<file path="config.mk">
export PLATFORM = sky130hd
export DESIGN_NAME = pclk_word_calc
export DESIGN_NICKNAME = d
export VERILOG_FILES = /design/src/rtl/pclk_word_calc.sv
export SDC_FILE = /design/constraint.sdc
export NUM_CORES = 1
export LEC_CHECK = 0
export ABC_AREA = 1
export BUFFER_PORTS_ARGS = -buffer_cell sky130_fd_sc_hd__buf_2
export CAP_MARGIN = 40
export CORE_MARGIN = 2
export CORE_UTILIZATION = 35
export CTS_BUF_LIST = sky130_fd_sc_hd__clkbuf_8
export DETAILED_ROUTE_END_ITERATION = 10
export MAX_ROUTING_LAYER = met4
export PLACE_DENSITY = 0.59
export SLEW_MARGIN = 10
export SYNTH_ARGS = -nofsm -noshare
export SYNTH_HDL_FRONTEND = slang
export SYNTH_SLANG_ARGS = --single-unit
</file>
<file path="constraint.sdc">
create_clock -name clk -period 6.3 [get_ports clk]
set_input_delay 1.26 -clock clk [delete_from_list [all_inputs] [get_ports clk]]
set_output_delay 1.26 -clock clk [all_outputs]
set_load 0.05 [all_outputs]
</file>
<file path="src/rtl/pclk_word_calc.sv">
module pclk_word_calc #(
  parameter int FW       = 16,
  parameter int F_MAX    = 15938,
  parameter int F_MIN    = 1000,
  parameter int BAND_LO  = 8000,
  parameter int REF_DIV  = 46,
  parameter int REF_FREQ = 1432,
  parameter int SCALE    = 1000,
  parameter int N_ADJ    = 257
) (
  input  logic          clk,
  input  logic          rst_n,
  input  logic          start,
  input  logic [FW-1:0] freq_in,
  output logic          busy,
  output logic          done,
  output logic          err,
  output logic [12:0]   prog_word,
  output logic [3:0]    post_div,
  output logic [4:0]    loc_addr
);

  localparam int  MULK  = REF_DIV * SCALE;
  localparam int  DW    = $clog2((2 * BAND_LO - 1) * MULK + 1);
  localparam int  DMAX  = (REF_FREQ > SCALE) ? REF_FREQ : SCALE;
  localparam int  RW    = $clog2(DMAX + 1) + 1;
  localparam int  CW    = $clog2(DW);
  localparam int  RND   = SCALE / 2;
  localparam logic [1:0] STOP = 2'b11;

  typedef enum logic [1:0] {S_IDLE, S_FOLD, S_DIV} st_t;

  st_t            state;
  logic [FW-1:0]  fr;
  logic [3:0]     pd;
  logic           ph;
  logic [CW-1:0]  cnt;
  logic [DW-1:0]  dvd, quo;
  logic [RW-1:0]  rem, dsr;

  logic [RW-1:0]  trial;
  logic           ge;
  logic [DW-1:0]  quo_n;
  logic [DW-1:0]  adj;
  logic           bad;
  logic           last;
  logic [1:0]     code;

  assign loc_addr = '0;
  assign busy     = (state != S_IDLE);
  assign bad      = (freq_in > FW'(F_MAX)) || (freq_in < FW'(F_MIN));

  assign trial = {rem[RW-2:0], dvd[DW-1]};
  assign ge    = (trial >= dsr);
  assign quo_n = {quo[DW-2:0], ge};
  assign adj   = quo_n - DW'(N_ADJ);
  assign last  = (state == S_DIV) && ph && (cnt == CW'(DW - 1));

  always_comb begin
    case (pd)
      4'd1:    code = 2'd3;
      4'd2:    code = 2'd2;
      4'd4:    code = 2'd1;
      default: code = 2'd0;
    endcase
  end

  always_ff @(posedge clk) begin
    if (!rst_n) begin
      state     <= S_IDLE;
      fr        <= '0;
      pd        <= '0;
      ph        <= 1'b0;
      cnt       <= '0;
      dvd       <= '0;
      quo       <= '0;
      rem       <= '0;
      dsr       <= '0;
      done      <= 1'b0;
      err       <= 1'b0;
      prog_word <= '0;
      post_div  <= '0;
    end else begin
      done <= 1'b0;
      case (state)
        S_IDLE: begin
          if (start) begin
            if (bad) begin
              done      <= 1'b1;
              err       <= 1'b1;
              prog_word <= '0;
              post_div  <= '0;
            end else begin
              fr    <= freq_in;
              pd    <= 4'd1;
              state <= S_FOLD;
            end
          end
        end
        S_FOLD: begin
          if (fr < FW'(BAND_LO)) begin
            fr <= fr << 1;
            pd <= pd << 1;
          end else begin
            dvd   <= DW'(fr) * DW'(MULK);
            dsr   <= RW'(REF_FREQ);
            quo   <= '0;
            rem   <= '0;
            cnt   <= '0;
            ph    <= 1'b0;
            state <= S_DIV;
          end
        end
        S_DIV: begin
          if (cnt == CW'(DW - 1)) begin
            if (!ph) begin
              dvd <= quo_n + DW'(RND);
              dsr <= RW'(SCALE);
              quo <= '0;
              rem <= '0;
              cnt <= '0;
              ph  <= 1'b1;
            end else begin
              prog_word <= {STOP, code, adj[8:0]};
              post_div  <= pd;
              err       <= 1'b0;
              done      <= 1'b1;
              state     <= S_IDLE;
            end
          end else begin
            dvd <= dvd << 1;
            quo <= quo_n;
            rem <= ge ? (trial - dsr) : trial;
            cnt <= cnt + 1'b1;
          end
        end
        default: state <= S_IDLE;
      endcase
    end
  end

  a_r2_high_reject: assert property (@(posedge clk) disable iff (!rst_n)
    (start && !busy && freq_in > FW'(F_MAX)) |=> (done && err && prog_word == '0));

  a_r3_low_reject: assert property (@(posedge clk) disable iff (!rst_n)
    (start && !busy && freq_in < FW'(F_MIN)) |=> (done && err && post_div == '0));

  a_r4_band_reached: assert property (@(posedge clk) disable iff (!rst_n)
    (state == S_DIV) |-> (fr >= FW'(BAND_LO) && fr < FW'(2 * BAND_LO)));

  a_r6_single_divider: assert property (@(posedge clk) disable iff (!rst_n)
    (done && !err) |-> ($countones(post_div) == 1));

  a_r7_stop_bits: assert property (@(posedge clk) disable iff (!rst_n)
    (done && !err) |-> (prog_word[12:11] == 2'b11));

  a_r9_busy_ends_in_done: assert property (@(posedge clk) disable iff (!rst_n)
    busy |=> (busy || done));

  a_r10_done_pulse: assert property (@(posedge clk) disable iff (!rst_n)
    done |=> !done);

  a_r10_done_after_last: assert property (@(posedge clk) disable iff (!rst_n)
    last |=> (done && !err && !busy));

endmodule

</file>
==> impl_metrics.ini, run 1 <==
[synth]
yosys.area.top_type_share = 0.221
synth_enable_flop_cells = 0
synth.distinct_cells = 45
synth_flop_cell = dfxtp_1
yosysTopAreaCell = dfxtp_1
netlist_area_sq_um = 10800
postSynthAreaPerCell_sq_um = 7.00
synthCells = 1542
ys_seq_elements = 119
async_flop_share = 0
synthTopCellsByArea = dfxtp_1 (22%), nand2_1 (15%), fa_1 (14%), ha_1 (13%), inv_1 (8.8%)
seq_area_frac_synth = 0.221
ys_warn_count = 0

[worst_setup_path]
critPathLaunchType = flop
crit_slowest_cell = dfxtp_1
rr_endpoint = dvd[28]
r2r_start = fr[13]
cp.required_ps = 6650
endpoint_kind = flop
path_cells = inv_1 -> fa_1 -> inv_1 -> ha_1 -> fa_1 -> fa_1 -> inv_1 -> fa_1 -> inv_1 -> ha_1 -> nand2_1 -> inv_1 -> nand2_1 -> nor2_1 -> nand4_1 -> nand3_1 -> nand2_1 -> nand3_1 -> a21oi_1
slowest_delay_ps = 620
critical_path_arrival_ps = 5260
path_common_cell = inv_1
cp_max_fo = 9
rr_worst_depth = 19
r2r_slack_ps = 1390
critPathKind = flop to flop

[grt]
antenna_found_initial = 0
grt_pass1_vias = 9174
gr-usage-met3 = 0.0263
met1_usage = 0.230
overflow = 0
grt_usage = 0.173
gr-usage-met2 = 0.280
grt_max_degree = 76
busiest_layer = met2
grt_first_pass_wirelength_mm = 45.1

[clocking]
cts_resized = 0
numCtsBuffers = 17
clockBufferDepth = 2
clk_latency_ps = 460
cts_tree = built
htreeDepth = 4
postCtsSetupBuffers = 0
numClockSinks = 119
cts_root_buf = clkbuf_8
hold_buffers = 0
clk_pin_slew_worst_paths_ps = 80

[route]
first_iter_violations = 555
route.vias.total = 9417
wl_mm = 26.0
wl_per_cell_um = 13.2
route.detailed.drc = 0
via_per_inst = 4.79
antenna_left = 0
first_pass_iters = 5

[layout]
num_antenna_cells = 0
multi_input_area_sq_um = 7220
nets = 1766
final-seq-area_sq_um = 2380
fillCellCount = 3308
area_delta_synth_final_pct = 7.85
mostFrequentLayoutCells = nand2_1 (443), inv_1 (256), a21oi_1 (121), dfxtp_1 (119), nor2_1 (116)
final_common_cell = nand2_1
drive_gt1_frac = 0.0605

[place]
post-dp-hpwl_mm = 20.2
gp_congestion = 0.831
port_buffers = 38

[floorplan]
fp.dieW_um = 180
die-area_sq_um = 32300
core_area_sq_um = 30500
placementRows = 64
ios = 44
start_util = 0.354
dieHeight_um = 180

[timing]
skew_ps = 20.0
worst_pin_slew_ps = 843
period_needed_ps = 4920
fmax_mhz = 203
tns_ps = 0
drv_slew = 0
setup_viol = 0
grt_setup_unrepaired = false
post-route-period-util = 0.780
max_slew_margin = 0.438
final_hold_viol_count = 0

[job]
max_cap_violations = 0

[outcome]
status = complete, no violations

[hold_path]
hold_path_startpoint = err
hp-class = flop to flop
min_path_cells = 2
min_to = err
[logic make-up (layout without fill, tap and decap cells)]
group           count (synthesis)  after routing  synth area share
fa+ha+maj                     190            190             0.274
buf+inv                       307            331             0.113
simple gates                  697            697             0.270
flops                         119            119             0.221
compound gates                206            206             0.104
other cells                     1              5          0.000347
xor+xnor                       22             22            0.0178
[through the flow]
stage / area [sq um] / util / cells / setup slack (ps) / hold slack, ps
2_1_floorplan: 10800 / - / 1546 / 2020 / 439
3_3_place_gp: 11300 / 0.369 / 1932 / 1440 / 430
3_5_place_dp: 11300 / 0.370 / 1934 / 1410 / 441
4_1_cts: 11600 / 0.382 / 1966 / 1360 / 451
5_1_grt: 11600 / 0.382 / 1966 / 1040 / 478
6_report: 11600 / 0.382 / 1966 / 1390 / 447
[worst max path at each step]
stage	from	endpoint	slack (ps)	cells after the start
global route	fr[13]	dvd[28]	1040	18
detailed placement	fr[13]	dvd[28]	1410	19
floorplan	fr[13]	dvd[22]	2020	19
finish	fr[13]	dvd[28]	1390	19
CTS	fr[13]	dvd[28]	1360	19
global placement	fr[13]	dvd[28]	1440	19
[per-layer routing]
metal	vias up	part of all wire
met3	17	0.026
met1	4412	0.50
li1	4871	-
met4	0	0.0083
met5	-	0
met2	117	0.47
[state kept, by name (all words and copies together) (netlist names)]
| register | flops |
|---|---|
| cnt | 5 |
| done | 1 |
| dsr | 3 |
| dvd | 30 |
| err | 1 |
| fr | 16 |
| pd | 4 |
| ph | 1 |
| post_div | 4 |
| prog_word | 12 |
| quo | 29 |
| rem | 11 |
| state | 2 |
[critical path, delay by kind of cell, from the launching register on]
family / cells / cell delay (ps)
compound gates: 1 / 80
fa+ha+maj: 6 / 2790
buf+inv: 5 / 480
simple gates: 7 / 830
flops: 1 / 620
[cells in the mapped netlist, types with 6 or more instances]
cell and count:
or2_2 6, xor2_1 16, clkbuf_1 23, nand2_1 443
a21oi_1 121, ha_1 112, buf_2 16, nand3_1 66
dfxtp_1 119, nor2_1 116, nor3_1 7, nand3b_1 16
xnor2_1 6, fa_1 78, buf_4 8, o21ai_0 52
inv_1 254, nand4_1 26, a31oi_1 6
[cell type report]
type                    instances  area share
clock buffers                  19      0.0224
well taps                     396      0.0425
repair buffers                 42      0.0211
flip-flops and latches        119       0.204
inverters                     257      0.0828
clock inverters                13     0.00730
multi-input cells            1120       0.619
Power of run 1 is not shown: default switching activity piles up to over one toggle a cycle in this logic, so the estimate is an artifact.
==> run 2, diff against run 1 <==
- clock period: 6.3 -> 5.05 ns (I/O delays scaled with it)
==> impl_metrics.ini, run 2 (synthesis results as in run 1) <==
[outcome]
status = complete, no violations

[layout]
final-seq-area_sq_um = 2390
mostFrequentLayoutCells = nand2_1 (443), inv_1 (252), a21oi_1 (121), nor2_1 (116), dfxtp_1 (115)
largest-register = dvd
final_util = 0.388
drive_gt1_frac = 0.0750
num_antenna_cells = 0
final_common_cell = nand2_1
largest_register_ffs = 30
reg_top3 = dvd x30, quo x29, fr x16
nets = 1782
multi_input_area_sq_um = 7220
fillCellCount = 3230
fin_cells = 1982
area_delta_synth_final_pct = 9.52
design_area_sq_um = 11800

[route]
route.vias.total = 9426
wl_mm = 26.3
first_pass_iters = 5
route.detailed.drc = 0
wl_per_cell_um = 13.3
antenna_left = 0
first_iter_violations = 555
via_per_inst = 4.76

[worst_setup_path]
cp_max_fo = 8
rr_worst_depth = 19
critPathKind = flop to flop
critical_path_arrival_ps = 4990
cp.depth = 19
critPathLaunchType = flop
path_cells = ha_1 -> fa_1 -> fa_1 -> fa_1 -> inv_1 -> fa_1 -> inv_1 -> ha_1 -> nand2_1 -> nor2_1 -> inv_1 -> nor2_1 -> nand2_1 -> nand2_1 -> nand2_1 -> nand3_1 -> nand2_1 -> nand2_1 -> a21oi_1
slowest_delay_ps = 570
path_common_cell = nand2_1
path_buf_inv = 3
crit_slowest_cell = dfxtp_1
cpLargestDelayFamily = adder cells
endpoint_kind = flop
cp.required_ps = 5380

[grt]
grt_first_pass_wirelength_mm = 45.2
grt_max_degree = 64
antenna_found_initial = 0
overflow = 0
grt_usage = 0.174
grt_pass1_vias = 9270

[clocking]
clk_pin_slew_worst_paths_ps = 80
clk_latency_ps = 460
clockBufferDepth = 2
htreeDepth = 4
cts_root_buf = clkbuf_8
cts_tree = built
numCtsBuffers = 17
numClockSinks = 119

[place]
dp.cells = 1948
post-dp-hpwl_mm = 20.7
dpl-instance-area_sq_um = 11400
gp_congestion = 0.881
port_buffers = 38

[floorplan]
dieHeight_um = 180
placementRows = 64
ios = 44
fp.dieW_um = 180
start_util = 0.354
core_area_sq_um = 30500
die-area_sq_um = 32300

[timing]
post-route-period-util = 0.924
fmax_mhz = 214
max_slew_margin = 0.476
final_hold_viol_count = 0
grt_setup_unrepaired = false
tns_ps = 0
setup_viol = 0
worst_pin_slew_ps = 786
period_needed_ps = 4670
skew_ps = 21.8
drv_slew = 0

[hold_path]
min_path_cells = 2
hp-class = flop to flop

[job]
max_cap_violations = 0
## run 2: worst paths after layout
check / start / endpoint / slack [ps]
setup reg to reg: fr[7] / dvd[21] / 380
hold reg to reg: err / err / 450
setup / recovery: fr[7] / dvd[21] / 380
hold / removal: err / err / 450
## run 2: cell type report
type	instances	share of cell area
clock buffers	18	0.0209
multi-input cells	1120	0.610
well taps	396	0.0419
inverters	257	0.0819
clock inverters	14	0.0137
flip-flops and latches	119	0.202
repair buffers	58	0.0298
## run 2: timing repair
item,CTS,global route
hold buffers,0,0
gates resized for setup,0,5
endpoints found under the setup margin,0,5
setup buffers,0,2
## run 2: metal layers
layer,part of all wire,track usage
met1,0.50,0.234
met2,0.47,0.277
met3,0.028,0.0245
met4,0.0087,0.0380
met5,0,-
## run 2: worst min-delay path: cells and delay by family, from the launching register on
kind / cells / cell delay (ps)
flops: 1 / 310
compound gates: 1 / 50
buf+inv: 1 / 40
## run 2: through the flow
step	setup slack, ps	hold WS, ps
final	383	445
after global routing	25.5	479
after CTS	179	449
after detailed placement	206	437
after global placement	211	440
after floorplan	772	439
Power of run 2 is left out for the same reason.
